`config.mk`:
```
export PLATFORM = sky130hd
export DESIGN_NAME = repl_duel_top
export DESIGN_NICKNAME = d
export VERILOG_FILES = /design/src/rtl/repl_duel_pkg.sv /design/src/rtl/repl_set_class.sv /design/src/rtl/repl_duel_ctr.sv /design/src/rtl/repl_way_state.sv /design/src/rtl/repl_duel_top.sv
export SDC_FILE = /design/constraint.sdc
export NUM_CORES = 1
export LEC_CHECK = 0
export CAP_MARGIN = 20
export CELL_PAD_IN_SITES_DETAIL_PLACEMENT = 1
export CELL_PAD_IN_SITES_GLOBAL_PLACEMENT = 2
export CORE_MARGIN = 3
export CORE_UTILIZATION = 30
export DETAILED_ROUTE_END_ITERATION = 8
export PLACE_DENSITY_LB_ADDON = 0.1
export SLEW_MARGIN = 0
export SYNTH_ARGS = -nofsm -noshare
export SYNTH_HDL_FRONTEND = slang
export SYNTH_SLANG_ARGS = --single-unit
```
`constraint.sdc`:
```
create_clock -name clk -period 12.7 [get_ports clk]
set_clock_uncertainty 0.15 [all_clocks]
set_input_delay 1.905 -clock clk [delete_from_list [all_inputs] [get_ports clk]]
set_output_delay 1.905 -clock clk [all_outputs]
set_load 0.05 [all_outputs]
```
`src/rtl/repl_duel_pkg.sv`:
```
package repl_duel_pkg;
  // classification of a set for the duel
  typedef enum logic [1:0] {
    SK_FOLLOW   = 2'd0,
    SK_LEAD_USE = 2'd1,
    SK_LEAD_ROT = 2'd2
  } set_kind_e;
endpackage

```
`src/rtl/repl_set_class.sv`:
```
module repl_set_class
  import repl_duel_pkg::*;
#(
  parameter int SET_W     = 6,
  parameter int LEAD_BITS = 5
) (
  input  logic [SET_W-1:0] set_idx,
  output set_kind_e        kind
);
  localparam int LB = (LEAD_BITS > SET_W) ? SET_W : LEAD_BITS;

  function automatic set_kind_e classify(input logic [LB-1:0] low);
    if (low == LB'(0))      return SK_LEAD_USE;
    else if (low == LB'(1)) return SK_LEAD_ROT;
    else                    return SK_FOLLOW;
  endfunction

  assign kind = classify(set_idx[LB-1:0]);
endmodule

```
`src/rtl/repl_duel_ctr.sv`:
```
module repl_duel_ctr #(
  parameter int CTR_W = 10
) (
  input  logic                    clk,
  input  logic                    rst_n,
  input  logic                    inc,
  input  logic                    dec,
  output logic signed [CTR_W-1:0] ctr_q,
  output logic                    prefer_b
);
  localparam logic signed [CTR_W-1:0] CMAX = {1'b0, {(CTR_W-1){1'b1}}};
  localparam logic signed [CTR_W-1:0] CMIN = {1'b1, {(CTR_W-1){1'b0}}};
  localparam logic signed [CTR_W-1:0] ONE  = CTR_W'(1);

  function automatic logic signed [CTR_W-1:0] sat_step(
    input logic signed [CTR_W-1:0] cur, input logic up, input logic dn);
    logic signed [CTR_W-1:0] nxt;
    nxt = cur;
    if (up && !dn && cur != CMAX) nxt = cur + ONE;
    if (dn && !up && cur != CMIN) nxt = cur - ONE;
    return nxt;
  endfunction

  always_ff @(posedge clk) begin
    if (!rst_n) ctr_q <= '0;
    else        ctr_q <= sat_step(ctr_q, inc, dec);
  end

  assign prefer_b = !ctr_q[CTR_W-1] && (ctr_q != '0);
endmodule

```
`src/rtl/repl_way_state.sv`:
```
module repl_way_state #(
  parameter int SETS = 64,
  parameter int WAYS = 4
) (
  input  logic                     clk,
  input  logic                     rst_n,
  input  logic                     acc_valid,
  input  logic [$clog2(SETS)-1:0]  acc_set,
  input  logic                     acc_hit,
  input  logic [$clog2(WAYS)-1:0]  acc_way,
  input  logic [WAYS-1:0]          way_valid,
  input  logic                     use_rot,
  output logic [$clog2(WAYS)-1:0]  victim_way,
  output logic                     victim_vld,
  output logic [WAYS-1:0]          cur_use,
  output logic [$clog2(WAYS)-1:0]  cur_ptr
);
  localparam int WAY_W = $clog2(WAYS);

  logic [WAYS-1:0]  use_q [SETS];
  logic [WAY_W-1:0] ptr_q [SETS];
  logic [WAY_W-1:0] touch_way;
  logic             has_free;

  function automatic logic [WAY_W-1:0] lowest_zero(input logic [WAYS-1:0] v);
    logic [WAY_W-1:0] idx;
    idx = '0;
    for (int i = WAYS - 1; i >= 0; i--)
      if (!v[i]) idx = WAY_W'(i);
    return idx;
  endfunction

  function automatic logic [WAYS-1:0] touch(input logic [WAYS-1:0] bits,
                                            input logic [WAY_W-1:0] w);
    logic [WAYS-1:0] oh;
    oh    = '0;
    oh[w] = 1'b1;
    if ((bits | oh) == {WAYS{1'b1}}) return oh;
    return bits | oh;
  endfunction

  function automatic logic [WAY_W-1:0] next_way(input logic [WAY_W-1:0] w);
    if (w == WAY_W'(WAYS - 1)) return '0;
    return w + WAY_W'(1);
  endfunction

  always_comb begin
    cur_use    = use_q[acc_set];
    cur_ptr    = ptr_q[acc_set];
    has_free   = ~&way_valid;
    victim_vld = acc_valid && !acc_hit;
    if (has_free)     victim_way = lowest_zero(way_valid);
    else if (use_rot) victim_way = cur_ptr;
    else              victim_way = lowest_zero(cur_use);
    touch_way = acc_hit ? acc_way : victim_way;
  end

  always_ff @(posedge clk) begin
    if (!rst_n) begin
      for (int s = 0; s < SETS; s++) begin
        use_q[s] <= '0;
        ptr_q[s] <= '0;
      end
    end else if (acc_valid) begin
      use_q[acc_set] <= touch(cur_use, touch_way);
      if (!acc_hit) ptr_q[acc_set] <= next_way(victim_way);
    end
  end
endmodule

```
`src/rtl/repl_duel_top.sv`:
```
module repl_duel_top
  import repl_duel_pkg::*;
#(
  parameter int SETS      = 64,
  parameter int WAYS      = 4,
  parameter int LEAD_BITS = 5,
  parameter int CTR_W     = 10
) (
  input  logic                    clk,
  input  logic                    rst_n,
  input  logic                    acc_valid,
  input  logic [$clog2(SETS)-1:0] acc_set,
  input  logic                    acc_hit,
  input  logic [$clog2(WAYS)-1:0] acc_way,
  input  logic [WAYS-1:0]         way_valid,
  output logic [$clog2(WAYS)-1:0] victim_way,
  output logic                    victim_vld,
  output logic                    policy_b,
  output logic                    follow_b
);
  localparam int SET_W = $clog2(SETS);
  localparam int WAY_W = $clog2(WAYS);

  set_kind_e               kind;
  logic                    lead_a;
  logic                    lead_b;
  logic                    miss_evt;
  logic signed [CTR_W-1:0] ctr_q;
  logic [WAYS-1:0]         cur_use;
  logic [WAY_W-1:0]        cur_ptr;

  repl_set_class #(.SET_W(SET_W), .LEAD_BITS(LEAD_BITS)) u_class (
    .set_idx (acc_set),
    .kind    (kind)
  );

  assign lead_a   = (kind == SK_LEAD_USE);
  assign lead_b   = (kind == SK_LEAD_ROT);
  assign miss_evt = acc_valid && !acc_hit;
  assign policy_b = lead_b || (!lead_a && follow_b);

  repl_duel_ctr #(.CTR_W(CTR_W)) u_ctr (
    .clk      (clk),
    .rst_n    (rst_n),
    .inc      (miss_evt && lead_a),
    .dec      (miss_evt && lead_b),
    .ctr_q    (ctr_q),
    .prefer_b (follow_b)
  );

  repl_way_state #(.SETS(SETS), .WAYS(WAYS)) u_ways (
    .clk        (clk),
    .rst_n      (rst_n),
    .acc_valid  (acc_valid),
    .acc_set    (acc_set),
    .acc_hit    (acc_hit),
    .acc_way    (acc_way),
    .way_valid  (way_valid),
    .use_rot    (policy_b),
    .victim_way (victim_way),
    .victim_vld (victim_vld),
    .cur_use    (cur_use),
    .cur_ptr    (cur_ptr)
  );
endmodule

```
Yosys cells after proc, flatten, opt, wreduce, memory -nomap -nowiden. Memory sizes are Yosys's and may differ from the RTL's. Index checks and enable logic that the tools add are counted.

Flip-flop bits (word level): 10. Memory bits (writable): 384. Input port bits: 16. Output and inout port bits: 5. Word-level logic and storage cells: 85. Memories kept: 2.

Add/sub/neg operators: 3. Order comparisons: 2. Eq/ne operators: 7. Multiplexer cells: 47. Bitwise logic cells: 1. Reduce and logical (&&, ||, !) cells: 22.

Memory list: u_ways.use_q (depth 64, bits a word 4, rd ports 1, clocked after memory_dff 0, write ports 64, line repl_way_state.sv:20) `logic [WAYS-1:0] use_q [SETS];`; u_ways.ptr_q (depth 64, bits a word 2, rd ports 1, clocked after memory_dff 0, write ports 64, line repl_way_state.sv:21) `logic [WAY_W-1:0] ptr_q [SETS];`.

Operators with widths (count): $mux 2 (19); $mux 10 (2); $mux 4 (5); $ne 10x10->1 const B (2); $mux 1 (18); $mux 6 (2); $add 10x2->10 const B (1); $logic_and 1x1->1 (10); $reduce_bool 10->1 (1); $sub 10x2->10 const B (1); $eq 5x1->1 const B (1); $logic_not 1->1 (5); $logic_not 5->1 (1); $eq 2x2->1 const B (2); $eq 4x4->1 const B (1); $or 4x4->4 (1); $reduce_and 4->1 (1); $reduce_or 4->1 (1); $lt 2x3->1 const B (1); $add 2x1->2 const B (1); $demux 1 s2 (1); $eq 2x1->1 const B (1); $ge 2x1->1 const B (1); $reduce_bool 2->1 (1); 2 further kinds (2).

Logic depth before layout (Yosys ltp). Gate-level depths: netlist of run 1.

Depth in word-level cells: 23. Mapped depth: 17. Gate-level depth less buffers: 14.

By module. A second synthesis of run 1 with hierarchy kept.

Cell total of the unflattened synthesis: 1705. Area, all modules: 19723.9 um2.

By module, submodules not included: repl_way_state (instances 1, cells an instance 1594, area an instance 18761.7 um2, sequential area each 11531.1 um2); repl_duel_ctr (instances 1, cells an instance 103, area an instance 897.1 um2, sequential area each 200.2 um2); repl_duel_top (instances 1, cells an instance 4, area an instance 42.5 um2, sequential area each 0.0 um2); repl_set_class (instances 1, cells an instance 4, area an instance 22.5 um2, sequential area each 0.0 um2).

Worst setup path before layout of run 1. OpenSTA, ideal clock, no wires.

Path kind: input-to-output. Start point: in acc_set[1]. End point: out victim_way[1]. Arrival time: 5388 ps. Required time: 10645 ps. Path slack: 5257 ps. Stages on the path: 9. Path buffers: 3. Cells stage by stage: buf_6 -> buf_6 -> buf_6 -> nor4_1 -> o31ai_1 -> inv_1 -> o31ai_1 -> nor2b_1 -> nor2_1.

Word-level cells in the longest chain between the ends: 9. Elaborated cells on any way between the ends: 17. Classes of those cells: 3 x eq/ne; 8 x mux; 4 x reduce/logical; 2 x memory.

Ends and longest elaborated chain: from (decl) (line repl_duel_top.sv:12) `input logic [$clog2(SETS)-1:0] acc_set,`; $eq 5x1->1 (line repl_set_class.sv:14) `else if (low == LB'(1)) return SK_LEAD_ROT;`; $mux 2 (line repl_set_class.sv:14); $mux 2 * (line repl_set_class.sv:13) `if (low == LB'(0)) return SK_LEAD_USE;`; $eq 2x1->1 (line repl_duel_top.sv:37) `assign lead_a = (kind == SK_LEAD_USE);`; $logic_not 1->1 (line repl_duel_top.sv:40) `assign policy_b = lead_b || (!lead_a && follow_b);`; $logic_and 1x1->1 (line repl_duel_top.sv:40); $logic_or 1x1->1 * (line repl_duel_top.sv:40); named net policy_b (line repl_duel_top.sv:18) `output logic policy_b,`; $mux 2 * (line repl_way_state.sv:53) `else if (use_rot) victim_way = cur_ptr;`; $mux 2 * (line repl_way_state.sv:52) `if (has_free) victim_way = lowest_zero(way_valid);`; to (decl) (line repl_duel_top.sv:16) `output logic [$clog2(WAYS)-1:0] victim_way,`.

The timed path passes the listed nets; every way through them passes the cells marked *.

Final worst setup path of run 1.
Start point: in acc_set[0]. End point: out victim_way[0].

Word-level cells in the longest chain between the ends: 9. Elaborated cells on any way between the ends: 17. Classes of those cells: 3 x eq/ne; 8 x mux; 4 x reduce/logical; 2 x memory.

Ends and longest elaborated chain (line): parallel branches: the longest is 7 deep, another holds $mem_v2 64x4; $mux 2 * (repl_way_state.sv:53); $mux 2 * (repl_way_state.sv:52).

Every way passes the cells marked *.

==> results of run 1 <==
-- logic make-up (layout without fill, tap and decap cells) --
logic type / after synthesis / after routing / share of synthesized area [%]
flip-flops: 394 / 394 / 60.79
buffers and inverters: 156 / 151 / 4.201
adder cells (fa/ha/maj): 10 / 10 / 0.6808
AO/OA/AOI/OAI: 267 / 267 / 8.169
multiplexers: 133 / 133 / 11.46
XOR/XNOR: 9 / 9 / 0.5057
AND/OR/NAND/NOR: 578 / 578 / 14.19
-- flip-flops by register name (all words and copies together) (netlist names) --
| signal | cells |
|---|---|
| u_ctr.ctr_q | 10 |
| u_ways.use_q | 256 |
| u_ways.ptr_q | 128 |
-- layout make-up --
class / count / area, um^2
multi-input combinational: 997 / 6810
fill: 6750 / 41790
sequential: 394 / 11730
clock buffer: 67 / 1304
clock inverter: 17 / 120.1
inverter: 10 / 37.54
timing repair buffer: 57 / 461.7
tap: 846 / 1059
-- worst max path at each step --
| stage | from | endpoint | slack (ps) | depth (start not counted) |
|---|---|---|---|---|
| final | acc_set[0] | victim_way[0] | 3890 | 11 |
| after global routing | acc_set[0] | victim_way[0] | 3500 | 11 |
| after CTS | acc_set[0] | victim_way[0] | 3850 | 11 |
| after detailed placement | acc_set[0] | victim_way[0] | 3850 | 11 |
| after global placement | acc_set[0] | victim_way[0] | 3930 | 11 |
| after floorplan | acc_set[1] | victim_way[1] | 5260 | 9 |
-- power groups by stage --
stage	clock network [mW]	logic [mW]	registers [mW]
4_1_cts	1.33	0.383	1.48
6_report	1.29	0.377	1.48
3_3_place_gp	0	0.383	1.51
3_5_place_dp	0	0.382	1.51
2_1_floorplan	0	0.234	1.50
5_1_grt	1.38	0.400	1.49
-- metrics by stage --
step           power [mW]  setup slack, ps
2_1_floorplan       1.733             5257
3_3_place_gp        1.893             3926
3_5_place_dp        1.892             3845
4_1_cts             3.193             3849
5_1_grt             3.263             3501
6_report            3.152             3891
-- cell usage after synthesis, drive strengths merged (8+ instances only) --
cell    instances
inv            10
xnor2           8
buf            74
nor3          234
dfxtp          10
clkbuf         72
mux4           70
a21oi         113
ha              8
mux2i          59
o21ai          74
nand3          21
nor2b          10
and2           15
nor2           90
nand2         163
edfxtp        384
a22oi          33
-- worst max-delay path: cells and delay by family --
| family | cells | cell delay, ps |
|---|---|---|
| buffers and inverters | 3 | 2090 |
| and+or+nand+nor | 6 | 2190 |
| AOI/OAI and AO/OA | 2 | 530 |
-- routing by layer --
layer,vias to the layer above,part of all wire [%]
met5,-,0
met4,0,2.5
li1,5852,-
met3,91,4.3
met1,6949,46
met2,308,47
==> flow_metrics.tcl, run 1 <==
set metrics [dict create \
    status "finished clean" \
    final_common_cell "edfxtp_1" \
    endpoint_kind "primary output" \
    fin_crit_sh_pct 69.36 \
    syn_area_per_cell_um2 12.47 \
    io_buffers 20 \
    syn_to_final_growth_pct 11.53 \
    synth_edf_count 384 \
    nets 1533 \
    slew_headroom_pct 29.16 \
    dpl.hpwl_um 44610 \
    vias 13200 \
    p_seq_share_pct 47.0 \
    synth_top_cell_area_share_pct 59.75 \
    via_per_inst 5.528 \
    powerDensity_mw_per_mm2 146.5 \
    maxSlewViolCount 0 \
    wire_per_inst_um 28.59 \
    cts_setup_buffers 0 \
    die_height_um 259.6 \
    maxCapViolCount 0 \
    r2r_slack_ps 7390 \
    layout_common_cells "edfxtp_1 (384), nor3_1 (231), nand2_1 (163), a21oi_1 (111), nor2_1 (88)" \
    pin_count 21 \
    ys.flop_type "edfxtp_1" \
    min-delay-start "u_ctr.ctr_q[2]" \
    yosysWarnings 0 \
    initial_core_util_pct 30.48 \
    clock_sinks 394 \
    antenna_found_initial 0 \
    syn_nets 1572 \
    max_freq_mhz 113.5 \
    final_area_mm2 0.02152 \
    ys_types 70 \
    rows 92 \
    postLayoutCoreUtil_pct 34.00 \
    clock_path_buffers 3 \
    grt_max_degree 88 \
    synth_area_leaders "edfxtp_1 (60%), mux4_2 (8.2%), nor3_1 (6.1%)" \
    ant_nets 0 \
    tightestPinTransition_ps 1059 \
    critPathMostFrequentCell "buf_4" \
    first_global_vias 13600 \
    p_leak_nw 7.280 \
    path_clk_slew_ps 50 \
    power.switching_uw 847.6 \
    finalSetupViolCount 0 \
    die_w_um 259.6 \
    finalHoldViolCount 0 \
    cts_resized 0 \
    dp_cells 2302 \
    netlist_instances 1547 \
    cts_max_level 2 \
    slowest_stage "buf_4" \
    cp.required_ps 10640 \
    fin_hold_ws_ps 426.8 \
    top_usage_layer "met2" \
    hold_end "u_ctr.ctr_q[2]" \
    grt_util_met2_pct 32.87 \
    rr_worst_depth 10 \
    synthArstFlopShare_pct 0 \
    cts_root_buf "clkbuf_16" \
    cts_made_buffers 48 \
    hold_class "flop to flop" \
    p_int_mw 2.304 \
    crit_type "input pin to primary output" \
    drc_errors 0 \
    cpPeakStageDelay_ps 810 \
    worstPathArrival_ps 6750 \
    drt_iter0_drc 1045 \
    crit_chain "buf_4 -> buf_4 -> nor2b_1 -> a22oi_1 -> nand3_1 -> nand4_1 -> or4_1 -> a211oi_1 -> nor2_1 -> or2_4 -> clkdlybuf4s50_1" \
    gr-usage-met1_pct 29.12 \
    worst-path-max-fanout 43 \
    die-area_mm2 0.06741 \
    cts_hold_buf 0 \
    core_area_mm2 0.06331 \
    r2r-end "u_ways.use_q[39][1]" \
    worstReg2RegStart "u_ways.use_q[22][2]" \
    yosys.area.top_type "edfxtp_1" \
    finalNonFillerCells 2388 \
    wl_um 68270 \
    setup_tns_ps 0 \
    power_frac_clock_pct 41.0 \
    vdd_drop_max_mv 0.07851 \
    grt_first_pass_wirelength_um 99960 \
    use_met3_pct 2.649 \
    drive_gt1_share_pct 12.58 \
    overflow 0 \
    fin_crit_ps 8809 \
    cts_tree "yes" \
    diodes 0 \
    holdPathStages 1 \
    clk_latency_ps 580 \
    synth-seq-cells 394 \
    ys_seq_area_share_pct 60.79 \
    dr.pass1.iters 5 \
    p_sw_share_pct 26.89 \
    dpl-instance-area_mm2 0.02009 \
    gp_congestion 0.8554 \
    syn_area_mm2 0.01930 \
    combinationalPowerShare_pct 12.0 \
    grt_usage_pct 20.46 \
    startpoint_type "input pin" \
    rsz0062_at_grt "no" \
]
Note: power is estimated with default switching activity, not from simulation.
==> run 2: changes to the inputs <==
==> constraint.sdc (replaced) <==
create_clock -name clk -period 7.7 [get_ports clk]
set_clock_uncertainty 0.15 [all_clocks]
set_input_delay 1.155 -clock clk [delete_from_list [all_inputs] [get_ports clk]]
set_output_delay 1.155 -clock clk [all_outputs]
set_load 0.05 [all_outputs]
==> run 2 against run 1 <==
Net effect: critical path depth stayed put; power is 67% higher; worst hold slack worse by 3.1 ps; design area is 0.80% higher; setup slack worse by 2600 ps; final cell count is 0.34% higher; sequential share of layout area is 0.43 points lower; utilization is 0.27 points higher; register-to-register slack worse by 4600 ps; global-route usage hardly changed; combinational power is 66% higher; die area stayed put.
==> flow_metrics.tcl, run 2 (same netlist as run 1, synthesis figures left out) <==
set metrics [dict create \
    path_clk_slew_ps 50 \
    fin_crit_ps 6371 \
    die_w_um 259.6 \
    finalSetupViolCount 0 \
    gr-usage-met1_pct 28.85 \
    crit_end "victim_way[0]" \
    status "finished clean" \
    p_seq_share_pct 46.5 \
    r2r_slack_ps 2780 \
    ant_nets 0 \
    overflow 0 \
    postLayoutCoreUtil_pct 34.27 \
    p_leak_nw 7.386 \
    cts_hold_buf 0 \
    holdPathStages 1 \
    combinationalPowerShare_pct 11.9 \
    cts_root_buf "clkbuf_16" \
    max_freq_mhz 157.0 \
    vdd_drop_max_mv 0.1290 \
    drive_gt1_share_pct 13.87 \
    largestRegisters "u_ways.use_q: 256 flops, u_ways.ptr_q: 128 flops, u_ctr.ctr_q: 10 flops" \
    wl_um 68600 \
    fin_ws_ps 1329 \
    endpoint_kind "primary output" \
    clock_sinks 394 \
    fin_crit_sh_pct 82.74 \
    rr_worst_depth 12 \
    top_usage_layer "met2" \
    clock_path_buffers 3 \
    antenna_found_initial 1 \
    startpoint_type "input pin" \
    power.switching_mw 1.408 \
    p_int_mw 3.845 \
    diodes 0 \
    setup_tns_ps 0 \
    rsz0062_at_grt "no" \
    maxSlewViolCount 0 \
    via_per_inst 5.545 \
    vias 13290 \
    grt_util_met2_pct 32.59 \
    rows 92 \
    use_met3_pct 2.970 \
    startpoint "acc_set[5]" \
    maxCapViolCount 0 \
    cts_tree "yes" \
    cts_setup_buffers 0 \
    cts_resized 0 \
    hold_class "flop to flop" \
    core_area_mm2 0.06331 \
    cts_max_level 2 \
    grt_max_degree 84 \
    io_buffers 20 \
    dp_worst_setup_slack_ps 1157 \
    regMostFlops "u_ways.use_q" \
    cts_made_buffers 49 \
    p_sw_share_pct 26.80 \
    layout_common_cells "edfxtp_1 (384), nor3_1 (231), nand2_1 (163), a21oi_1 (111), nor2_1 (88)" \
    cp.required_ps 6390 \
    tightestPinTransition_ps 1049 \
    syn_to_final_growth_pct 12.42 \
    crit_type "input pin to primary output" \
    dr.pass1.iters 4 \
    final_area_mm2 0.02169 \
    nets 1541 \
    die_height_um 259.6 \
    worst-path-max-fanout 29 \
    final_common_cell "edfxtp_1" \
    drc_errors 0 \
    dpl-instance-area_mm2 0.02022 \
    clk_latency_ps 600 \
    grt_usage_pct 20.50 \
    pin_count 21 \
    die-area_mm2 0.06741 \
    wire_per_inst_um 28.63 \
    worstReg2RegStart "u_ctr.ctr_q[0]" \
    finalHoldViolCount 0 \
    fin_hold_ws_ps 423.7 \
    drt_iter0_drc 1015 \
    dpl.hpwl_um 46160 \
    initial_core_util_pct 30.48 \
    largest_reg_flops 256 \
    slew_headroom_pct 29.56 \
    powerDensity_mw_per_mm2 242.1 \
    power_frac_clock_pct 41.5 \
    gp_congestion 0.8460 \
    worstPathArrival_ps 5070 \
    r2r-end "u_ways.use_q[55][3]" \
    first_global_vias 13730 \
    grt_first_pass_wirelength_um 100500 \
]
[run 2: cell types whose count changed in the layout (fill, tap and decap cells not counted)]
cell             delta
clkinv_2           +10
clkinv_1            -8
buf_4               +7
buf_12              +5
clkbuf_1            -3
clkbuf_16           +2
clkbuf_2            -2
clkdlybuf4s50_1     -2
buf_2               -1
clkbuf_8            -1
inv_6               +1
[run 2: area by class of cell]
type | instances | area [um^2]
clock inverters | 20 | 148.9
flip-flops and latches | 394 | 11730
clock buffers | 65 | 1329
multi-input cells | 997 | 6810
inverters | 10 | 37.54
repair buffers | 64 | 579.3
fillers | 6753 | 41620
well taps | 846 | 1059
[run 2: layer usage]
metal | part of all wire [%] | wire, um
met5 | 0 | 0
met4 | 3.0 | 2089
met3 | 4.9 | 3352
met2 | 47 | 31920
met1 | 46 | 31230
[run 2: power by group through the flow]
stage	clock network [mW]	registers (mW)	logic, mW
final	2.18	2.44	0.627
after global placement	0	2.49	0.633
after floorplan	0	2.47	0.387
after CTS	2.24	2.44	0.638
after detailed placement	0	2.49	0.636
after global routing	2.32	2.45	0.667
[run 2: critical path, stage by stage]
cell and delay [ps]:
clkdlybuf4s50_1 750, buf_4 390, or3b_2 240, nor2_1 80, a32oi_1 470, nand4_1 230, or4_1 650, a211oi_1 330
nor2_1 90, or2_4 420, buf_12 230
[run 2: worst min path at each step]
| stage | start | end |
|---|---|---|
| finish | u_ctr.ctr_q[2] | u_ctr.ctr_q[2] |
| global route | u_ctr.ctr_q[2] | u_ctr.ctr_q[2] |
| CTS | u_ctr.ctr_q[2] | u_ctr.ctr_q[2] |
| detailed placement | u_ctr.ctr_q[2] | u_ctr.ctr_q[2] |
| global placement | u_ctr.ctr_q[9] | u_ctr.ctr_q[9] |
| floorplan | u_ctr.ctr_q[9] | u_ctr.ctr_q[9] |
[run 2: metrics by stage]
stage / instances / power [mW]
2_1_floorplan: 1547 / 2.859
3_3_place_gp: 2311 / 3.121
3_5_place_dp: 2311 / 3.124
4_1_cts: 2396 / 5.318
5_1_grt: 2396 / 5.436
6_report: 2396 / 5.252
